$ cat config.mk
export PLATFORM = sky130hd
export DESIGN_NAME = cic_decimator
export DESIGN_NICKNAME = d
export VERILOG_FILES = /design/src/rtl/cic_pkg.sv /design/src/rtl/cic_dec_ctr.sv /design/src/rtl/cic_integ_chain.sv /design/src/rtl/cic_comb_chain.sv /design/src/rtl/cic_out_scale.sv /design/src/rtl/cic_decimator.sv
export SDC_FILE = /design/constraint.sdc
export NUM_CORES = 1
export LEC_CHECK = 0
export ABC_CLOCK_PERIOD_IN_PS = 9200
export BUFFER_PORTS_ARGS = -buffer_cell sky130_fd_sc_hd__buf_2
export CAP_MARGIN = 20
export CORE_UTILIZATION = 40
export DETAILED_ROUTE_END_ITERATION = 8
export PLACE_DENSITY = 0.64
export SLEW_MARGIN = 15
export SYNTH_ARGS = -nofsm -noshare
export SYNTH_HDL_FRONTEND = slang
export SYNTH_SLANG_ARGS = --single-unit
$ cat constraint.sdc
create_clock -name clk -period 9.2 [get_ports clk]
set_clock_uncertainty 0.15 [all_clocks]
set_input_delay 1.38 -clock clk [delete_from_list [all_inputs] [get_ports clk]]
set_output_delay 1.38 -clock clk [all_outputs]
set_load 0.01 [all_outputs]
$ cat src/rtl/cic_pkg.sv
package cic_pkg;

   typedef enum logic {
      MAP_UNIPOLAR = 1'b0,
      MAP_BIPOLAR  = 1'b1
   } cic_map_e;

   function automatic int growth_bits(input int order, input int ratio);
      return order * $clog2(ratio);
   endfunction

   function automatic int acc_bits(input int order, input int ratio, input cic_map_e m);
      return growth_bits(order, ratio) + 1 + ((m == MAP_BIPOLAR) ? 1 : 0);
   endfunction

   function automatic bit is_pow2(input int v);
      return (v > 0) && ((v & (v - 1)) == 0);
   endfunction

endpackage

$ cat src/rtl/cic_dec_ctr.sv
module cic_dec_ctr #(
   parameter int RATIO = 256
) (
   input  logic clk,
   input  logic rst,
   input  logic en,
   output logic tick
);
   localparam int CW = $clog2(RATIO);
   localparam logic [CW-1:0] LAST = CW'(RATIO - 1);

   logic [CW-1:0] cnt_q;

   always_ff @(posedge clk) begin
      if (rst) begin
         cnt_q <= '0;
         tick  <= 1'b0;
      end else begin
         tick <= en && (cnt_q == LAST);
         if (en) begin
            cnt_q <= (cnt_q == LAST) ? '0 : cnt_q + 1'b1;
         end
      end
   end
endmodule

$ cat src/rtl/cic_integ_chain.sv
module cic_integ_chain #(
   parameter int ORDER = 3,
   parameter int W     = 25
) (
   input  logic         clk,
   input  logic         rst,
   input  logic         en,
   input  logic [W-1:0] x,
   output logic [W-1:0] y
);
   for (genvar s = 0; s < ORDER; s++) begin : g_stage
      logic [W-1:0] feed;
      logic [W-1:0] acc_q;
      if (s == 0) begin : g_head
         assign feed = x;
      end else begin : g_tail
         assign feed = g_stage[s-1].acc_q;
      end
      always_ff @(posedge clk) begin
         if (rst) begin
            acc_q <= '0;
         end else if (en) begin
            acc_q <= acc_q + feed;
         end
      end
   end

   assign y = g_stage[ORDER-1].acc_q;
endmodule

$ cat src/rtl/cic_comb_chain.sv
module cic_comb_chain #(
   parameter int ORDER = 3,
   parameter int W     = 25
) (
   input  logic         clk,
   input  logic         rst,
   input  logic         fire,
   input  logic [W-1:0] x,
   output logic [W-1:0] y
);
   for (genvar s = 0; s < ORDER; s++) begin : g_stage
      logic [W-1:0] din;
      logic [W-1:0] dly_q;
      logic [W-1:0] dif;
      if (s == 0) begin : g_head
         assign din = x;
      end else begin : g_tail
         assign din = g_stage[s-1].dif;
      end
      assign dif = din - dly_q;
      always_ff @(posedge clk) begin
         if (rst) begin
            dly_q <= '0;
         end else if (fire) begin
            dly_q <= din;
         end
      end
   end

   assign y = g_stage[ORDER-1].dif;
endmodule

$ cat src/rtl/cic_out_scale.sv
module cic_out_scale #(
   parameter int               G     = 24,
   parameter int               W     = 25,
   parameter int               OUT_W = 16,
   parameter cic_pkg::cic_map_e MAP  = cic_pkg::MAP_UNIPOLAR
) (
   input  logic [W-1:0]     d,
   output logic [OUT_W-1:0] q
);
   logic [G:0] u;

   if (MAP == cic_pkg::MAP_BIPOLAR) begin : g_bipolar
      localparam logic [W-1:0] OFS = W'(1) << G;
      logic [W-1:0] sum_w;
      assign sum_w = d + OFS;
      assign u     = (G+1)'(sum_w >> 1);
   end else begin : g_unipolar
      assign u = d[G:0];
   end

   assign q = u[G] ? {OUT_W{1'b1}} : u[G-1 -: OUT_W];
endmodule

$ cat src/rtl/cic_decimator.sv
module cic_decimator #(
   parameter int                ORDER     = 3,
   parameter int                DEC_RATIO = 256,
   parameter int                OUT_W     = 16,
   parameter cic_pkg::cic_map_e IN_MAP    = cic_pkg::MAP_UNIPOLAR
) (
   input  logic             clk,
   input  logic             rst,
   input  logic             bit_en,
   input  logic             bit_in,
   output logic             smp_valid,
   output logic [OUT_W-1:0] smp_data
);
   localparam int GROWTH = cic_pkg::growth_bits(ORDER, DEC_RATIO);
   localparam int ACC_W  = cic_pkg::acc_bits(ORDER, DEC_RATIO, IN_MAP);

   if (!cic_pkg::is_pow2(DEC_RATIO) || DEC_RATIO < 2) begin : g_bad_ratio
      $error("cic_decimator: DEC_RATIO must be a power of two of at least 2");
   end
   if (ORDER < 1) begin : g_bad_order
      $error("cic_decimator: ORDER must be at least 1");
   end
   if (OUT_W < 1 || OUT_W > GROWTH) begin : g_bad_width
      $error("cic_decimator: OUT_W must lie between 1 and the bit growth");
   end

   logic [ACC_W-1:0] x_in;
   logic [ACC_W-1:0] integ_out;
   logic [ACC_W-1:0] comb_out;
   logic [OUT_W-1:0] scaled;
   logic             dec_tick;

   if (IN_MAP == cic_pkg::MAP_BIPOLAR) begin : g_map_bip
      assign x_in = bit_in ? ACC_W'(1) : {ACC_W{1'b1}};
   end else begin : g_map_uni
      assign x_in = {{(ACC_W-1){1'b0}}, bit_in};
   end

   cic_integ_chain #(.ORDER(ORDER), .W(ACC_W)) u_integ (
      .clk (clk),
      .rst (rst),
      .en  (bit_en),
      .x   (x_in),
      .y   (integ_out)
   );

   cic_dec_ctr #(.RATIO(DEC_RATIO)) u_ctr (
      .clk  (clk),
      .rst  (rst),
      .en   (bit_en),
      .tick (dec_tick)
   );

   cic_comb_chain #(.ORDER(ORDER), .W(ACC_W)) u_comb (
      .clk  (clk),
      .rst  (rst),
      .fire (dec_tick),
      .x    (integ_out),
      .y    (comb_out)
   );

   cic_out_scale #(.G(GROWTH), .W(ACC_W), .OUT_W(OUT_W), .MAP(IN_MAP)) u_scale (
      .d (comb_out),
      .q (scaled)
   );

   always_ff @(posedge clk) begin
      if (rst) begin
         smp_valid <= 1'b0;
         smp_data  <= '0;
      end else begin
         smp_valid <= dec_tick;
         if (dec_tick) begin
            smp_data <= scaled;
         end
      end
   end
endmodule

* Word-level counts from Yosys, hierarchy flattened *
Index checks and enable logic that the tools add are counted.

storage, ports and cells
  register bits = 176
  input bits = 4
  output and inout port bits = 17
  word-level logic and storage cells = 21

cells by class
  add/sub/neg operators = 7
  eq/ne operators = 1
  multiplexer cells = 2
  reduce and logical (&&, ||, !) cells = 1

operators with widths
  operator             count
  $sub 25x25->25       3
  $add 25x25->25       2
  $add 25x1->25        1
  $mux 16              1
  $add 8x1->8 const B  1
  $eq 8x8->1 const B   1
  $mux 8               1
  $logic_and 1x1->1    1

* Depth between registers and ports, before layout *
Gate-level depths: netlist (run 1).

  word-level depth = 4
  mapped depth = 31
  depth with buffers taken out = 30

* Hierarchy *
Synthesis (run 1) repeated with hierarchy kept, for this count alone.

second synthesis, totals
  cell total of the unflattened synthesis = 1622
  area, all modules = 13374.1 sq um

modules (own cells, without submodules)
  module           instances  cells each  area an instance (sq um)  seq. area each (sq um)
  cic_comb_chain   1          755         6127.1                    1501.4
  cic_integ_chain  1          747         6103.4                    1501.4
  cic_decimator    1          55          611.8                     340.3
  cic_dec_ctr      1          48          420.4                     180.2
  cic_out_scale    1          17          111.4                     0.0

* Least setup slack after synthesis (run 1) *
No wires, ideal clock.

  kind = register to register
  start = reg u_integ.g_stage[2].acc_q[0], in the netlist u_integ.y[0]
  end = reg smp_data[4]
  library setup time = 152 ps
  arrival time = 5665 ps
  data required time = 8898 ps
  setup slack = 3233 ps
  stages on the path, launching flop included = 27
  path buffers = 1
  clock period less this slack = 5967 ps
  cell sequence = dfxtp_1 > inv_1 > ha_1 > fa_1 > nor2b_1 > o31ai_1 > a21oi_1 > xor2_1 > ha_1 > a211o_1 > o31ai_1 > o21bai_1 > a21o_1 > a21o_1 > a21oi_1 > xnor2_1 > ha_1 > and2_1 > a221oi_1 > o21a_2 > o21ai_2 > a2111o_1 > a31oi_2 > xnor2_1 > xnor2_2 > buf_6 > a311oi_2

on the way
  longest elaborated chain between the ends = 4

ends and longest elaborated chain
  what                           RTL line               text
  start: declaration             cic_integ_chain.sv:13  logic [W-1:0] acc_q;
  start signal: assignment       cic_integ_chain.sv:23  acc_q <= acc_q + feed;
  $sub 25x25->25                 cic_comb_chain.sv:20   assign dif = din - dly_q;
  via u_comb.g_stage[0].dif[8]   cic_comb_chain.sv:14   logic [W-1:0] dif;
  $sub 25x25->25                 cic_comb_chain.sv:20
  via u_comb.g_stage[1].dif[15]  cic_comb_chain.sv:14
  $sub 25x25->25                 cic_comb_chain.sv:20
  $mux 16                        cic_out_scale.sv:21    assign q = u[G] ? {OUT_W{1'b1}} : u[G-1 -: OUT_W];
  end signal: assignment         cic_decimator.sv:74    smp_data <= scaled;
  end: declaration               cic_decimator.sv:12    output logic [OUT_W-1:0] smp_data

The timed path passes the listed nets, and every way through them passes these cells.
A chain may end at the register's enable or synchronous reset.

* Final worst setup path (run 1) *
  start = reg u_integ.g_stage[2].acc_q[0], in the netlist u_integ.y[0]
  end = reg smp_data[2]

The elaborated chain is that of the path after synthesis.

==> flow_metrics.env, run 1 <==
export IMPL_syn_inst=1363
export IMPL_worstPathArrival_ns=7.05
export IMPL_syn_area_per_cell_sq_um=8.57
export IMPL_worstSetupStartpointType="flip-flop"
export IMPL_yosysMostFrequentCell="nor2_1"
export IMPL_max_stage_delay_ns=0.73
export IMPL_cts_tree="built"
export IMPL_die_x_um=173
export IMPL_synth_top_family_by_area="compound AO/OA/AOI/OAI gates"
export IMPL_vias=8759
export IMPL_end_kind="flip-flop"
export IMPL_io_buffer_count=20
export IMPL_crit_family="compound AO/OA/AOI/OAI gates"
export IMPL_grt_max_degree=68
export IMPL_routed_via_density=4.97
export IMPL_synthArstFlopShare=0
export IMPL_timing_slew_headroom=0.397
export IMPL_synth_ff_type="dfxtp_1"
export IMPL_ys_warn_count=0
export IMPL_synth_xor_xnor_area_share=0.0965
export IMPL_initial_core_util=0.407
export IMPL_drt_total_wl_um=20600
export IMPL_drive_gt1_frac=0.0624
export IMPL_synth_simple_area_share=0.154
export IMPL_dpl_cell_area_sq_mm=0.0121
export IMPL_dp_hpwl_um=15300
export IMPL_rows=62
export IMPL_stdcell_count=1762
export IMPL_routabilityCongestion=0.822
export IMPL_core_area_sq_mm=0.0287
export IMPL_cts_inserted_buffers=17
export IMPL_hold_start="u_comb.g_stage[1].dly_q[23]"
export IMPL_antenna_cells=0
export IMPL_ant_nets=0
export IMPL_p_total_mw=2.01
export IMPL_first_global_vias=8370
export IMPL_power_density_mw_per_mm2=158
export IMPL_ys_ff_latch=176
export IMPL_nFillCells=2808
export IMPL_rsz0062_at_grt="false"
export IMPL_remaining_drc_errors=0
export IMPL_grtUsageTotal=0.142
export IMPL_tightestPinTransition_ns=0.900
export IMPL_num_nets_final=1495
export IMPL_synth_area_mux_share=0.0874
export IMPL_worstPathMaxFanout=16
export IMPL_antenna_found_initial=0
export IMPL_max_freq_mhz=144
export IMPL_io_pin_count=21
export IMPL_reg2reg_to="smp_data[2]"
export IMPL_cts_buffer_depth=2
export IMPL_synth_adder_area_share=0.137
export IMPL_path_buf_inv=1
export IMPL_peakVddDrop_mv=0.129
export IMPL_synth_compound_area_frac=0.179
export IMPL_synth_area_leaders="dfxtp_1 30%, ha_1 13%, mux2i_1 8.7%"
export IMPL_critPathKind="reg2reg"
export IMPL_period_share=0.753
export IMPL_ctsResizeCount=0
export IMPL_r2r_slack_ns=2.27
export IMPL_clk_pin_slew_ns=0.07
export IMPL_grt_pass1_wl_um=36400
export IMPL_ctsHoldBuffers=0
export IMPL_setup_tns_ns=0
export IMPL_yosys_area_top_type="dfxtp_1"
export IMPL_wl_per_cell_um=11.7
export IMPL_min_period_ns=6.93
export IMPL_required_ns=9.31
export IMPL_drtPass1Iterations=6
export IMPL_whs_endpoint="u_comb.g_stage[1].dly_q[23]"
export IMPL_hold_viol_final=0
export IMPL_syn_to_final_growth_pct=8.69
export IMPL_cap_violations=0
export IMPL_ys_seq_area_frac=0.302
export IMPL_placed_cells=1730
export IMPL_htree_levels=4
export IMPL_setup_viol=0
export IMPL_post_route_cell_area_sq_mm=0.0127
export IMPL_syn_cell_area_sq_mm=0.0117
export IMPL_synth_cell_types=71
export IMPL_dieArea_sq_mm=0.0299
export IMPL_holdCritPathClass="reg2reg"
export IMPL_status="finished, final reports clean"
export IMPL_reg2regPathDepth=25
export IMPL_syn_nets=1493
export IMPL_critPathSlowestCell="xnor2_2"
export IMPL_reg2reg_from="u_integ.y[0]"
export IMPL_chipHeight_um=173
export IMPL_hold_path_depth=1
export IMPL_postCtsSetupBuffers=0
export IMPL_root_buffer="clkbuf_16"
export IMPL_insertion_delay_ns=0.43
export IMPL_drtIter0Drc=283
export IMPL_leakage_nw=5.35
export IMPL_slew_violations=0
export IMPL_grt_overflow=0
export IMPL_netlist_top_cells_count="204 x nor2_1, 176 x dfxtp_1, 122 x ha_1"
export IMPL_synth_edf_count=0
export IMPL_synth_top_area_frac=0.302
export IMPL_clock_sinks=176
worst max-delay path by stage:
stage | start | endpoint | slack (ns) | cells after the start
3_3_place_gp | u_integ.y[0] | smp_data[5] | 2.46 | 25
5_1_grt | u_integ.y[0] | smp_data[2] | 1.70 | 25
3_5_place_dp | u_integ.y[0] | smp_data[2] | 2.25 | 25
4_1_cts | u_integ.y[0] | smp_data[2] | 2.23 | 25
2_1_floorplan | u_integ.y[0] | smp_data[4] | 3.23 | 26
6_report | u_integ.y[0] | smp_data[2] | 2.27 | 25
per-layer routing:
metal / track usage / up-vias / wire length (um)
li1: - / 4767 / -
met1: 0.174 / 3904 / 10300
met2: 0.251 / 65 / 9640
met3: 0.0253 / 23 / 377
met4: 0.0479 / 0 / 286
met5: 0 / - / 0
cell type report:
cell class              instances  area, sq um  share of cell area
well taps                     384          480              0.0378
repair buffers                 24          133              0.0104
flip-flops and latches        176         3530               0.278
inverters                      94          353              0.0278
multi-input cells            1052         7650               0.602
clock inverters                12          104             0.00818
clock buffers                  20          457              0.0360
cell usage in the layout, fill, tap and decap left out, types with 26 or more instances in the layout:
cell,n
o21ai_0,34
xor2_1,49
ha_1,122
a21oi_1,86
o21a_1,26
xnor2_1,76
nand2_1,62
a21o_1,51
mux2i_1,102
inv_1,94
nor2_1,204
dfxtp_1,175
stage by stage:
step | utilization | setup slack [ns] | hold WS (ns)
after global placement | 0.423 | 2.46 | 0.310
after global routing | 0.443 | 1.70 | 0.334
after detailed placement | 0.423 | 2.25 | 0.309
after floorplan | - | 3.23 | 0.292
final | 0.443 | 2.27 | 0.326
after CTS | 0.443 | 2.23 | 0.330
report_power, final:
part,switching [mW],internal (mW)
clock network,0.319,0.366
logic,0.313,0.243
registers,0.00349,0.764
flip-flops by register name, summed over array words and instances (netlist names):
signal and count:
smp_data 16, smp_valid 1, u_comb.g_stage.dly_q 75, u_ctr.cnt_q 8
u_ctr.tick 1, u_integ.g_stage.acc_q 50, u_integ.y 25
worst reg2reg max path, stage by stage, from the launching register on:
cell and delay [ns]:
dfxtp_1 0.39, inv_1 0.06, ha_1 0.22, fa_1 0.42, nor2b_1 0.18, o31ai_1 0.11
a21oi_1 0.30, xor2_1 0.25, ha_1 0.32, a211o_1 0.34, o31ai_1 0.43, o21bai_1 0.11
a21o_1 0.23, a21o_1 0.18, a21oi_1 0.17, xnor2_1 0.18, ha_1 0.31, a21o_1 0.17
a221oi_1 0.25, o21a_2 0.22, o21ai_2 0.09, a2111o_1 0.44, a31oi_2 0.19, xnor2_1 0.12
xnor2_2 0.73, a311oi_1 0.21
kinds of logic (layout without fill, tap and decap cells):
| kind of cell | count (synthesis) | in the layout |
|---|---|---|
| AOI/OAI and AO/OA | 300 | 300 |
| adders and majority gates | 126 | 126 |
| xor gates and xnor gates | 127 | 127 |
| buffers and inverters | 135 | 150 |
| muxes | 102 | 102 |
| DFF | 176 | 176 |
| and+or+nand+nor | 397 | 397 |
Power figures use the tool's default switching activity.
==> run 2, diff against run 1 <==
--- a/config.mk
+++ b/config.mk
@@ -5,7 +5,7 @@
 export SDC_FILE = /design/constraint.sdc
 export NUM_CORES = 1
 export LEC_CHECK = 0
-export ABC_CLOCK_PERIOD_IN_PS = 9200
+export ABC_CLOCK_PERIOD_IN_PS = 6380
 export BUFFER_PORTS_ARGS = -buffer_cell sky130_fd_sc_hd__buf_2
 export CAP_MARGIN = 20
 export CORE_UTILIZATION = 40
==> constraint.sdc (replaced) <==
create_clock -name clk -period 6.38 [get_ports clk]
set_clock_uncertainty 0.15 [all_clocks]
set_input_delay 0.957 -clock clk [delete_from_list [all_inputs] [get_ports clk]]
set_output_delay 0.957 -clock clk [all_outputs]
set_load 0.01 [all_outputs]
==> flow_metrics.env, run 2 (synthesis results as in run 1) <==
export IMPL_final_cell_mix="204 x nor2_1, 173 x dfxtp_1, 122 x ha_1, 102 x mux2i_1, 94 x inv_1"
export IMPL_ctsHoldBuffers=0
export IMPL_cts_inserted_buffers=17
export IMPL_drive_gt1_frac=0.0782
export IMPL_holdCritPathClass="reg2reg"
export IMPL_worstPathMaxFanout=15
export IMPL_grtUsageTotal=0.149
export IMPL_cts_tree="built"
export IMPL_initial_core_util=0.407
export IMPL_htree_levels=4
export IMPL_post_route_cell_area_sq_mm=0.0130
export IMPL_largest_register="u_comb.g_stage.dly_q"
export IMPL_reg2reg_from="u_integ.y[0]"
export IMPL_max_freq_mhz=165
export IMPL_hold_start="u_comb.g_stage[2].dly_q[21]"
export IMPL_critPathKind="reg2reg"
export IMPL_core_area_sq_mm=0.0287
export IMPL_whs_endpoint="u_comb.g_stage[2].dly_q[21]"
export IMPL_period_share=0.948
export IMPL_num_nets_final=1510
export IMPL_clock_sinks=176
export IMPL_io_pin_count=21
export IMPL_largest_register_ffs=75
export IMPL_cts_buffer_depth=2
export IMPL_min_period_ns=6.05
export IMPL_drt_total_wl_um=21300
export IMPL_reg2reg_to="smp_data[15]"
export IMPL_slew_violations=0
export IMPL_tightestPinTransition_ns=0.844
export IMPL_first_global_vias=8640
export IMPL_final_common_cell="nor2_1"
export IMPL_grt_overflow=0
export IMPL_p_total_mw=3.15
export IMPL_dp_hpwl_um=15500
export IMPL_setup_viol=0
export IMPL_r2r_slack_ns=0.33
export IMPL_die_x_um=173
export IMPL_setup_slack_ns=0.331
export IMPL_chipHeight_um=173
export IMPL_required_ns=6.58
export IMPL_hold_viol_final=0
export IMPL_routed_via_density=5.02
export IMPL_dieArea_sq_mm=0.0299
export IMPL_pre_cts_ws_ns=-0.152
export IMPL_vias=8925
export IMPL_insertion_delay_ns=0.44
export IMPL_cap_violations=0
export IMPL_end_kind="flip-flop"
export IMPL_reg2regPathDepth=27
export IMPL_placed_cells=1741
export IMPL_drtPass1Iterations=4
export IMPL_timing_slew_headroom=0.437
export IMPL_clk_pin_slew_ns=0.07
export IMPL_root_buffer="clkbuf_16"
export IMPL_syn_to_final_growth_pct=10.9
export IMPL_antenna_cells=0
export IMPL_power_density_mw_per_mm2=243
export IMPL_drtIter0Drc=359
export IMPL_antenna_found_initial=0
export IMPL_stdcell_count=1777
export IMPL_io_buffer_count=20
export IMPL_wl_per_cell_um=12.0
export IMPL_peakVddDrop_mv=0.189
export IMPL_rows=62
export IMPL_remaining_drc_errors=0
export IMPL_ant_nets=0
export IMPL_hold_path_depth=2
export IMPL_routabilityCongestion=0.799
export IMPL_dpl_cell_area_sq_mm=0.0122
export IMPL_status="finished, final reports clean"
export IMPL_worstSetupStartpointType="flip-flop"
export IMPL_leakage_nw=5.48
export IMPL_postLayoutCoreUtil=0.451
export IMPL_grt_pass1_wl_um=38100
export IMPL_worstPathArrival_ns=6.24
export IMPL_grt_max_degree=68
## run 2: cell count changes in the layout (fill, tap and decap cells not counted), sizes merged
cell,change
clkinv,-4
buf,+15
inv,+1
bufinv,+3
## run 2: worst max-delay path, stage by stage (launching register included)
cell,delay (ns)
dfxtp_2,0.35
inv_1,0.05
ha_1,0.21
fa_1,0.42
nor2b_2,0.16
o31ai_1,0.10
a21oi_2,0.18
xor2_1,0.23
ha_1,0.28
a211o_1,0.33
o22a_1,0.22
o31ai_2,0.07
o21bai_1,0.09
a21o_1,0.21
a21o_1,0.18
a21oi_1,0.18
xnor2_1,0.19
ha_1,0.29
a21o_1,0.16
a221oi_1,0.25
o21a_2,0.21
o21ai_2,0.07
a2111o_1,0.47
a31oi_4,0.20
xnor2_2,0.17
xnor2_4,0.11
buf_12,0.17
a311oi_1,0.25
## run 2: per-layer routing
layer | GRT usage | up-vias | routed length (um)
li1 | - | 4796 | -
met1 | 0.185 | 4031 | 10600
met5 | 0 | - | 0
met3 | 0.0231 | 26 | 383
met4 | 0.0509 | 0 | 303
met2 | 0.261 | 72 | 10100
## run 2: area by class of cell
type | instances | area [sq um]
clock inverter | 12 | 171
fill | 2824 | 15700
multi-input combinational | 1052 | 7700
timing repair buffer | 39 | 258
inverter | 94 | 353
clock buffer | 20 | 468
tap | 384 | 480
sequential | 176 | 3530
## run 2: stage by stage
stage          hold WS (ns)  TNS [ns]
2_1_floorplan         0.292         0
3_3_place_gp          0.307    -0.119
3_5_place_dp          0.315     -2.23
4_1_cts               0.330         0
5_1_grt               0.341    -0.181
6_report              0.326         0
## run 2: what timing repair did
action                     4_1_cts  5_1_grt
pin swaps                        0        5
setup endpoints to repair       16       16
gates resized for setup          1        9
setup buffers                    0        4
## run 2: worst max-delay path by stage
| stage | start | endpoint | slack [ns] | cells past startpoint |
|---|---|---|---|---|
| finish | u_integ.y[0] | smp_data[15] | 0.33 | 27 |
| detailed placement | u_integ.y[0] | smp_data[12] | -0.15 | 26 |
| floorplan | u_integ.y[0] | smp_data[4] | 0.41 | 26 |
| global route | u_integ.y[0] | smp_data[0] | -0.04 | 27 |
| global placement | u_integ.y[0] | smp_data[4] | -0.01 | 25 |
| CTS | u_integ.y[0] | smp_data[15] | 0.05 | 26 |
## run 2: power breakdown
part           switching, mW  internal, mW
clock network          0.467         0.660
registers            0.00509          1.10
logic                  0.490         0.430
total                  0.962          2.19
==> run 3, diff against run 2 <==
--- a/config.mk
+++ b/config.mk
@@ -5,8 +5,9 @@
 export SDC_FILE = /design/constraint.sdc
 export NUM_CORES = 1
 export LEC_CHECK = 0
+export ABC_AREA = 1
 export ABC_CLOCK_PERIOD_IN_PS = 6380
-export BUFFER_PORTS_ARGS = -buffer_cell sky130_fd_sc_hd__buf_2
+export BUFFER_PORTS_ARGS = -buffer_cell sky130_fd_sc_hd__buf_4
 export CAP_MARGIN = 20
 export CORE_UTILIZATION = 40
 export DETAILED_ROUTE_END_ITERATION = 8
==> flow_metrics.env, run 3 <==
export IMPL_cp_endpoint="smp_data[2]"
export IMPL_worstPathMaxFanout=16
export IMPL_clock_sinks=176
export IMPL_p_total_mw=4.45
export IMPL_netlist_top_cells_count="333 x inv_1, 318 x nand2_1, 225 x a21oi_1"
export IMPL_stdcell_count=2421
export IMPL_placed_cells=2389
export IMPL_max_freq_mhz=176
export IMPL_remaining_drc_errors=0
export IMPL_ys_warn_count=0
export IMPL_slew_violations=0
export IMPL_ys_ff_latch=176
export IMPL_routed_via_density=4.97
export IMPL_syn_inst=1982
export IMPL_chipHeight_um=183
export IMPL_root_buffer="clkbuf_16"
export IMPL_insertion_delay_ns=0.45
export IMPL_worstSetupStartpointType="flip-flop"
export IMPL_io_buffer_count=20
export IMPL_wl_per_cell_um=13.1
export IMPL_end_kind="flip-flop"
export IMPL_reg2regPathDepth=30
export IMPL_multi_input_area_sq_mm=0.00808
export IMPL_nFillCells=3378
export IMPL_synth_cell_types=53
export IMPL_worstPathArrival_ns=5.87
export IMPL_htree_levels=4
export IMPL_rows=65
export IMPL_crit_top_cell="nand3_1"
export IMPL_cap_violations=0
export IMPL_peakVddDrop_mv=0.223
export IMPL_drtIter0Drc=516
export IMPL_cts_inserted_buffers=17
export IMPL_synth_top_family_by_area="simple AND/OR/NAND/NOR gates"
export IMPL_postLayoutCoreUtil=0.446
export IMPL_syn_to_final_growth_pct=8.33
export IMPL_first_global_vias=11500
export IMPL_synth_edf_count=0
export IMPL_syn_nets=2112
export IMPL_leakage_nw=6.94
export IMPL_reg2reg_to="smp_data[2]"
export IMPL_drt_total_wl_um=31700
export IMPL_final_cell_mix="332 x inv_1, 318 x nand2_1, 225 x a21oi_1, 220 x nor2_1, 175 x dfxtp_1"
export IMPL_core_area_sq_mm=0.0319
export IMPL_synth_compound_area_frac=0.200
export IMPL_tightestPinTransition_ns=1.06
export IMPL_grt_max_degree=116
export IMPL_antenna_found_initial=0
export IMPL_clk_pin_slew_ns=0.08
export IMPL_setup_viol=0
export IMPL_syn_cell_area_sq_mm=0.0131
export IMPL_cp_startpoint="u_integ.y[0]"
export IMPL_synth_ff_type="dfxtp_1"
export IMPL_drtPass1Iterations=5
export IMPL_io_pin_count=21
export IMPL_register_area_sq_mm=0.00352
export IMPL_holdCritPathClass="reg2reg"
export IMPL_postCtsSetupBuffers=0
export IMPL_reg2reg_from="u_integ.y[0]"
export IMPL_grt_overflow=0
export IMPL_cts_tree="built"
export IMPL_synth_simple_area_share=0.239
export IMPL_dp_hpwl_um=23800
export IMPL_antenna_cells=0
export IMPL_initial_core_util=0.412
export IMPL_vias=12000
export IMPL_synth_top_area_frac=0.269
export IMPL_ys_seq_area_frac=0.269
export IMPL_critPathKind="reg2reg"
export IMPL_whs_ns=0.312
export IMPL_grt_pass1_wl_um=53700
export IMPL_routabilityCongestion=0.919
export IMPL_period_share=0.889
export IMPL_synth_xor_xnor_area_share=0.0547
export IMPL_die_x_um=183
export IMPL_ctsHoldBuffers=0
export IMPL_yosysMostFrequentCell="inv_1"
export IMPL_status="finished, final reports clean"
export IMPL_min_period_ns=5.67
export IMPL_setup_tns_ns=0
export IMPL_timing_slew_headroom=0.294
export IMPL_hold_viol_final=0
export IMPL_dieArea_sq_mm=0.0335
export IMPL_largest_register_ffs=75
export IMPL_synth_area_mux_share=0
export IMPL_synth_adder_area_share=0.122
export IMPL_max_stage_delay_ns=0.42
export IMPL_ctsResizeCount=0
export IMPL_r2r_slack_ns=0.71
export IMPL_synthArstFlopShare=0
export IMPL_largest_register="u_comb.g_stage.dly_q"
export IMPL_num_nets_final=2103
export IMPL_synth_area_leaders="dfxtp_1 27%, ha_1 12%, inv_1 9.5%"
export IMPL_power_density_mw_per_mm2=313
export IMPL_required_ns=6.58
export IMPL_final_common_cell="inv_1"
export IMPL_syn_area_per_cell_sq_um=6.62
export IMPL_rsz0062_at_grt="false"
export IMPL_ant_nets=0
export IMPL_cts_buffer_depth=2
export IMPL_yosys_area_top_type="dfxtp_1"
export IMPL_grtUsageTotal=0.196
export IMPL_drive_gt1_frac=0.0529
export IMPL_critPathSlowestCell="ha_1"
## run 3: cell types whose count changed in the layout (fill, tap and decap cells not counted), sizes merged, moves of 20 or more
cell and delta:
inv +249, a21oi +141, nand2b -21, o21ai +141
nor2b -20, mux2i -102, a21o -32, nand2 +267
nand3 +80, xnor2 -49, nor2 +20
## run 3: kinds of logic after synthesis
| family | Yosys count |
|---|---|
| DFF | 176 |
| buffers and inverters | 394 |
| xor gates and xnor gates | 82 |
| and+or+nand+nor | 721 |
| AOI/OAI and AO/OA | 483 |
| adders and majority gates | 126 |
## run 3: worst min-delay path by stage
stage,from,endpoint,cells after the start
2_1_floorplan,u_ctr.cnt_q[6],u_ctr.cnt_q[6],2
5_1_grt,u_comb.g_stage[0].dly_q[2],u_comb.g_stage[0].dly_q[2],2
3_5_place_dp,u_comb.g_stage[0].dly_q[9],u_comb.g_stage[0].dly_q[9],2
3_3_place_gp,u_comb.g_stage[0].dly_q[16],u_comb.g_stage[0].dly_q[16],2
4_1_cts,u_comb.g_stage[0].dly_q[9],u_comb.g_stage[0].dly_q[9],2
6_report,u_comb.g_stage[0].dly_q[9],u_comb.g_stage[0].dly_q[9],2
## run 3: power by group
group | internal, mW | leakage (nW) | switching [mW]
clock | 0.526 | 0.291 | 0.526
combinational | 0.785 | 5.22 | 1.46
sequential | 1.12 | 1.43 | 0.0303
## run 3: layout make-up
cell class                 instances  share of cell area
multi-input combinational       1412               0.568
tap                              435              0.0383
sequential                       176               0.248
clock buffer                      17              0.0299
clock inverter                    15              0.0118
timing repair buffer              26              0.0137
inverter                         340              0.0898
## run 3: routing by layer
metal  vias up  GRT usage  share of wire
met5         -          0              0
met4         0     0.0653          0.024
met3        50     0.0294          0.023
met2       179      0.364           0.50
met1      5339      0.229           0.45
li1       6454          -              -
## run 3: critical path, delay by kind of cell, from the launching register on
kind | cells | cell delay (ns)
adder cells (fa/ha/maj) | 4 | 1.33
XOR/XNOR | 2 | 0.35
AO/OA/AOI/OAI | 6 | 1.10
AND/OR/NAND/NOR | 14 | 2.06
flip-flops | 1 | 0.34
buffers and inverters | 4 | 0.24
## run 3: metrics by stage
step,area (sq um),setup slack (ns)
after floorplan,13100,1.76
after global placement,13600,0.843
after detailed placement,13600,0.750
after CTS,14200,0.696
after global routing,14200,0.101
final,14200,0.706
